**src/rtl/pc_pkg.sv**
```systemverilog
package pc_pkg;
  localparam int unsigned ADDR_W     = 4;
  localparam logic [3:0]  OFF_CTRL   = 4'h0;
  localparam logic [3:0]  OFF_CYC    = 4'h4;
  localparam logic [3:0]  OFF_OVH    = 4'h8;
  localparam int unsigned BIT_CYC_EN = 0;
  localparam int unsigned BIT_EVT_EN = 17;
  localparam int unsigned BIT_NO_PRF = 24;
  localparam int unsigned BIT_NO_CYC = 25;
endpackage

```
**src/rtl/pc_cyc_counter.sv**
```systemverilog
module pc_cyc_counter #(
  parameter int unsigned W = 32
) (
  input  logic         clk,
  input  logic         rst_n,
  input  logic         en,
  input  logic         halt,
  input  logic         ld,
  input  logic [W-1:0] ld_val,
  output logic [W-1:0] cnt
);
  always_ff @(posedge clk) begin
    if (!rst_n)            cnt <= '0;
    else if (ld)           cnt <= ld_val;
    else if (en && !halt)  cnt <= cnt + 1'b1;
  end

  p_count_r3: assert property (@(posedge clk) disable iff (!rst_n)
    (en && !halt && !ld) |=> cnt == $past(cnt) + 1'b1);
  p_halt_hold_r4: assert property (@(posedge clk) disable iff (!rst_n)
    (halt && !ld) |=> $stable(cnt));
  p_load_wins_r5: assert property (@(posedge clk) disable iff (!rst_n)
    ld |=> cnt == $past(ld_val));
endmodule

```
**src/rtl/pc_ovh_counter.sv**
```systemverilog
module pc_ovh_counter #(
  parameter int unsigned W = 8
) (
  input  logic         clk,
  input  logic         rst_n,
  input  logic         halt,
  input  logic         stall,
  input  logic         ld,
  input  logic [W-1:0] ld_val,
  input  logic         clr,
  input  logic         evt_en,
  output logic [W-1:0] cnt,
  output logic         ovf_evt
);
  localparam logic [W-1:0] MAXV = '1;
  logic bump;
  assign bump = stall && !halt && !ld && !clr;

  always_ff @(posedge clk) begin
    if (!rst_n) begin
      cnt     <= '0;
      ovf_evt <= 1'b0;
    end else begin
      ovf_evt <= bump && (cnt == MAXV) && evt_en;
      if (ld)        cnt <= ld_val;
      else if (clr)  cnt <= '0;
      else if (bump) cnt <= cnt + 1'b1;
    end
  end

  p_halt_hold_r4: assert property (@(posedge clk) disable iff (!rst_n)
    (halt && !ld && !clr) |=> $stable(cnt));
  p_clear_r7: assert property (@(posedge clk) disable iff (!rst_n)
    (clr && !ld) |=> cnt == '0);
  p_evt_at_zero_r8: assert property (@(posedge clk) disable iff (!rst_n)
    ovf_evt |-> (cnt == '0) && $past(evt_en));
  p_evt_single_r8: assert property (@(posedge clk) disable iff (!rst_n)
    ovf_evt |=> !ovf_evt);
  p_load_r10: assert property (@(posedge clk) disable iff (!rst_n)
    ld |=> cnt == $past(ld_val));
endmodule

```
**src/rtl/prof_counters.sv**
```systemverilog
module prof_counters
  import pc_pkg::*;
#(
  parameter bit          HAS_CYC = 1'b1,
  parameter bit          HAS_PRF = 1'b1,
  parameter int unsigned CYC_W   = 32,
  parameter int unsigned OVH_W   = 8,
  parameter int unsigned DATA_W  = 32
) (
  input  logic              clk,
  input  logic              rst_n,
  input  logic              reg_wr,
  input  logic [ADDR_W-1:0] reg_addr,
  input  logic [DATA_W-1:0] reg_wdata,
  output logic [DATA_W-1:0] reg_rdata,
  input  logic              dbg_halted,
  input  logic              stall_evt,
  output logic              ovh_ovf_evt
);
  logic             cyc_en, evt_en;
  logic             wr_ctrl, wr_cyc, wr_ovh, evt_rise;
  logic [CYC_W-1:0] cyc_val;
  logic [OVH_W-1:0] ovh_val;
  logic             unused_wbits;

  assign unused_wbits = ^reg_wdata;
  assign wr_ctrl  = reg_wr && (reg_addr == OFF_CTRL);
  assign wr_cyc   = reg_wr && (reg_addr == OFF_CYC);
  assign wr_ovh   = reg_wr && (reg_addr == OFF_OVH);
  assign evt_rise = wr_ctrl && reg_wdata[BIT_EVT_EN] && !evt_en && HAS_PRF;

  always_ff @(posedge clk) begin
    if (!rst_n) begin
      cyc_en <= 1'b0;
      evt_en <= 1'b0;
    end else if (wr_ctrl) begin
      cyc_en <= reg_wdata[BIT_CYC_EN] && HAS_CYC;
      evt_en <= reg_wdata[BIT_EVT_EN] && HAS_PRF;
    end
  end

  generate
    if (HAS_CYC) begin : g_cyc
      pc_cyc_counter #(.W(CYC_W)) u_cyc (
        .clk(clk), .rst_n(rst_n), .en(cyc_en), .halt(dbg_halted),
        .ld(wr_cyc), .ld_val(reg_wdata[CYC_W-1:0]), .cnt(cyc_val));
    end else begin : g_no_cyc
      assign cyc_val = '0;
    end
    if (HAS_PRF) begin : g_prf
      pc_ovh_counter #(.W(OVH_W)) u_ovh (
        .clk(clk), .rst_n(rst_n), .halt(dbg_halted), .stall(stall_evt),
        .ld(wr_ovh), .ld_val(reg_wdata[OVH_W-1:0]), .clr(evt_rise),
        .evt_en(evt_en), .cnt(ovh_val), .ovf_evt(ovh_ovf_evt));
    end else begin : g_no_prf
      assign ovh_val     = '0;
      assign ovh_ovf_evt = 1'b0;
    end
  endgenerate

  always_comb begin
    reg_rdata = '0;
    unique case (reg_addr)
      OFF_CTRL: begin
        reg_rdata[BIT_CYC_EN] = cyc_en;
        reg_rdata[BIT_EVT_EN] = evt_en;
        reg_rdata[BIT_NO_PRF] = !HAS_PRF;
        reg_rdata[BIT_NO_CYC] = !HAS_CYC;
      end
      OFF_CYC: reg_rdata[CYC_W-1:0] = cyc_val;
      OFF_OVH: reg_rdata[OVH_W-1:0] = ovh_val;
      default: reg_rdata = '0;
    endcase
  end

  p_absent_cyc_r9: assert property (@(posedge clk) disable iff (!rst_n)
    (!HAS_CYC && reg_addr == OFF_CYC) |-> reg_rdata == '0);
  p_absent_prf_r9: assert property (@(posedge clk) disable iff (!rst_n)
    !HAS_PRF |-> !ovh_ovf_evt);
  p_ctrl_write_r3: assert property (@(posedge clk) disable iff (!rst_n)
    wr_ctrl |=> cyc_en == ($past(reg_wdata[BIT_CYC_EN]) && HAS_CYC));
endmodule

```
**config.mk**
```make
export PLATFORM = sky130hd
export DESIGN_NAME = prof_counters
export DESIGN_NICKNAME = d
export VERILOG_FILES = /design/src/rtl/pc_pkg.sv /design/src/rtl/pc_cyc_counter.sv /design/src/rtl/pc_ovh_counter.sv /design/src/rtl/prof_counters.sv
export SDC_FILE = /design/constraint.sdc
export NUM_CORES = 1
export LEC_CHECK = 0
export CAP_MARGIN = 20
export CORE_UTILIZATION = 60
export CTS_CLUSTER_DIAMETER = 40
export CTS_CLUSTER_SIZE = 30
export DETAILED_ROUTE_END_ITERATION = 8
export DONT_BUFFER_PORTS = 1
export MAX_ROUTING_LAYER = met4
export PLACE_DENSITY_LB_ADDON = 0.15
export SETUP_SLACK_MARGIN = 0.3
export SLEW_MARGIN = 20
export SYNTH_ARGS = -nofsm -noshare
export SYNTH_HDL_FRONTEND = slang
export SYNTH_SLANG_ARGS = --single-unit
```
**constraint.sdc**
```tcl
create_clock -name clk -period 3 [get_ports clk]
set_clock_uncertainty 0.2 [all_clocks]
set_input_delay 0.6 -clock clk [delete_from_list [all_inputs] [get_ports clk]]
set_output_delay 0.6 -clock clk [all_outputs]
set_load 0.005 [all_outputs]
```
==> impl_summary.txt <==
----------------------------------------------------
[Critical path]
  Worst-path maximum fanout ... 33
  Slowest cell delay on critical path ... 0.33 ns
  CP Data Required Time ... 2.20 ns
  Arrival time reported for the critical path endpoint ... 1.41 ns
  Endpoint kind of the worst setup timing path ... primary output
  Count of cells along the worst register-to-register path ... 5
  Cell Chain, Critical Path ... inv_2, nor4_4, buf_4, a22o_1
  Buffers and inverters on the worst path ... 2
  Worst-path cell with the longest stage delay ... buf_4
  Worst Path Class, Setup ... input pin to primary output
  Startpoint type of the worst setup path ... input pin
  CP top delay family ... buffers and inverters
  Critical path depth in cells ... 4

[Timing]
  Final worst slack ... 0.786 ns
  Actual transition at the worst max-transition pin ... 0.768 ns
  Normalized max-slew margin ... 0.488
  Hold Fails Final Rpt ... 0
  Achievable Freq ... 452 MHz
  Unrepaired setup endpoints after global routing ... false
  Number of setup violations in the final report ... 0
  Final period util ... 0.738
  Pins over their slew limit ... 0
  Minimum hold slack ... 0.240 ns
  Summed negative setup slack over all endpoints ... 0 ns
  Final Critical Period ... 2.21 ns

[GRT]
  Largest net degree at the start of global routing ... 42
  Global-route wire length before repair ... 10.6 mm
  Number of global-route vias before repair ... 2269
  Global-route congestion overflow total ... 0
  Number of antenna violations at the first check in global routing ... 0
  Total global routing track utilization ... 0.277

[Floorplanning]
  Top Ports ... 74
  Rows ... 24
  Initial cell density of the core ... 0.620
  Chip height ... 69.1 um
  Chip width ... 69.1 um
  Total die area ... 4770 sq um
  Core outline area ... 4350 sq um

[Power and ir drop]
  Leakage power summed over all cells ... 0.000971 uW
  Pwr dens ... 371 nW/um^2
  Max rail drop VDD ... 306 uV
  Power consumption ... 1040 uW

[Placement]
  Detailed placer's ending HPWL ... 4.51 mm
  Setup slack at placement ... 0.781 ns
  Port-buffer cells ... 0
  Routability congestion estimate ... 0.842
  Placed insts ... 366

[Clocking]
  Clock-pin transition on the worst setup and hold timing paths ... 0.07 ns
  Number of cells upsized or downsized after cts ... 0
  Number of levels the H-tree was split into ... 2
  Post-CTS Setup Inserts ... 0
  Clock tree from TritonCTS ... yes
  Number of buffers inserted during clock tree synthesis ... 5
  Latest clock arrival within the worst-skew pair ... 0.30 ns
  Number of buffers on the longest clock path ... 2
  Clock sinks ... 43
  Clock root buffer master ... clkbuf_8
  Cts hold-fix bufs ... 0

[Cells and area]
  Most frequent cells in the layout ... 43 x dfxtp_1, 27 x o21ai_0, 25 x and2_1, 25 x xor2_1
  Layout Nets ... 364
  Most common cell after layout, fill and taps aside ... dfxtp_1
  Share of cells above drive strength 1 ... 0.103
  Diodes inserted ... 0
  Count of placed standard cells in the final layout, fillers left out ... 373
  P&R area growth vs syn ... 4.08%

[Drt]
  Vias after detailed routing ... 2343
  Vias per cell ... 6.28
  First-pass DRT Iterations ... 4
  Remaining routing DRC violations ... 0
  Routed length per placed instance ... 16.6 um
  1st-iter DRT viols ... 94
  Routed Antenna Nets ... 0
  Total Wirelength ... 6.20 mm

[Yosys]
  Gate count after technology mapping ... 327
  Proportion of synthesized chip area in sequential cells ... 0.319
  Most used flip-flop cell after synthesis ... dfxtp_1
  Distinct cell type count of the synthesized netlist ... 44
  Post-synthesis instance area ... 2700 sq um
  Seq cells post-synth ... 43
  Number of warning messages in the yosys log ... 0
  Number of synthesized flops with an enable pin ... 0
  Synth async-reset ratio ... 0
  Post-synthesis area per instance ... 8.26 sq um
  Synthesized net count ... 370

[Min path]
  Worst Hold Path Cells ... 2
  Hold WC Path Type ... input pin to flip-flop

[Run]
  Max-cap viol count ... 0

[Run status]
  Run status ... completed

----------------------------------------------------
[per-stage QoR]
step                      utilization  area, sq um
after floorplan                     -         2700
after global placement          0.625         2720
after detailed placement        0.625         2720
after CTS                       0.645         2810
after global routing            0.645         2810
final                           0.645         2810
[path summary, 6_finish.rpt]
path | from | to | slack [ns]
worst max-delay path | reg_addr[2] | reg_rdata[7] | 0.79
worst min-delay path | reg_wdata[17] | evt_en$_SDFFE_PN0N_ | 0.24
worst max register to register | g_cyc.u_cyc.cnt[4]$_SDFFE_PN0P_ | g_cyc.u_cyc.cnt[26]$_SDFFE_PN0P_ | 1.00
worst min register to register | evt_en$_SDFFE_PN0N_ | g_prf.u_ovh.ovf_evt$_SDFF_PN0_ | 0.31
[report_power, final]
| part | switching, uW | internal (uW) |
|---|---|---|
| registers | 19.1 | 583 |
| logic | 37.7 | 28.9 |
| clock network | 194 | 181 |
| total | 251 | 793 |
[cell families (layout without fill, tap and decap cells)]
family                     after synthesis  in the layout  synth area share
AOI/OAI and AO/OA                       89             89             0.217
xor gates and xnor gates                32             32             0.104
adders and majority gates                2              2           0.00927
buffers and inverters                   21             15            0.0324
DFF                                     43             43             0.319
muxes                                    3              3            0.0111
and+or+nand+nor                        137            137             0.308
[synth_stat cells, types with 4 or more instances]
master / count / share of area
o21ai_0: 27 / 0.050
nand4_1: 15 / 0.035
a21oi_1: 24 / 0.044
nand3_1: 18 / 0.033
clkbuf_1: 13 / 0.018
xnor2_1: 7 / 0.023
xor2_1: 25 / 0.081
nor3_1: 6 / 0.011
nor3_2: 4 / 0.015
nand2_1: 20 / 0.028
a211oi_2: 4 / 0.019
nor2_1: 24 / 0.033
dfxtp_1: 43 / 0.32
a22oi_1: 4 / 0.011
a211oi_1: 10 / 0.028
a22o_1: 7 / 0.023
and2_1: 25 / 0.058
and3_1: 6 / 0.014
[worst register-to-register path, delay by kind of cell (launching register included)]
kind	cells	cell delay, ns
AOI/OAI and AO/OA	1	0.13
xor gates and xnor gates	1	0.19
DFF	1	0.50
and+or+nand+nor	3	0.92
[routing by layer]
metal | track usage | vias to the layer above | part of all wire
met5 | - | - | 0
met4 | 0.0907 | 0 | 0.0092
met3 | 0.0585 | 8 | 0.062
met2 | 0.444 | 72 | 0.48
met1 | 0.348 | 1079 | 0.45
li1 | - | 1184 | -
[sequential cells by signal, indices dropped and copies added (netlist names)]
register             count
g_prf.u_ovh.cnt          8
cyc_en                   1
g_prf.u_ovh.ovf_evt      1
g_cyc.u_cyc.cnt         32
evt_en                   1
[cell type report]
class	count	area, sq um
multi-input cells	263	1750
flip-flops and latches	43	861
clock buffers	6	82.6
fillers	402	1540
well taps	52	65.1
repair buffers	4	30.0
inverters	4	15.0
clock inverters	1	5.00
Note: power is estimated with default switching activity, not from simulation.
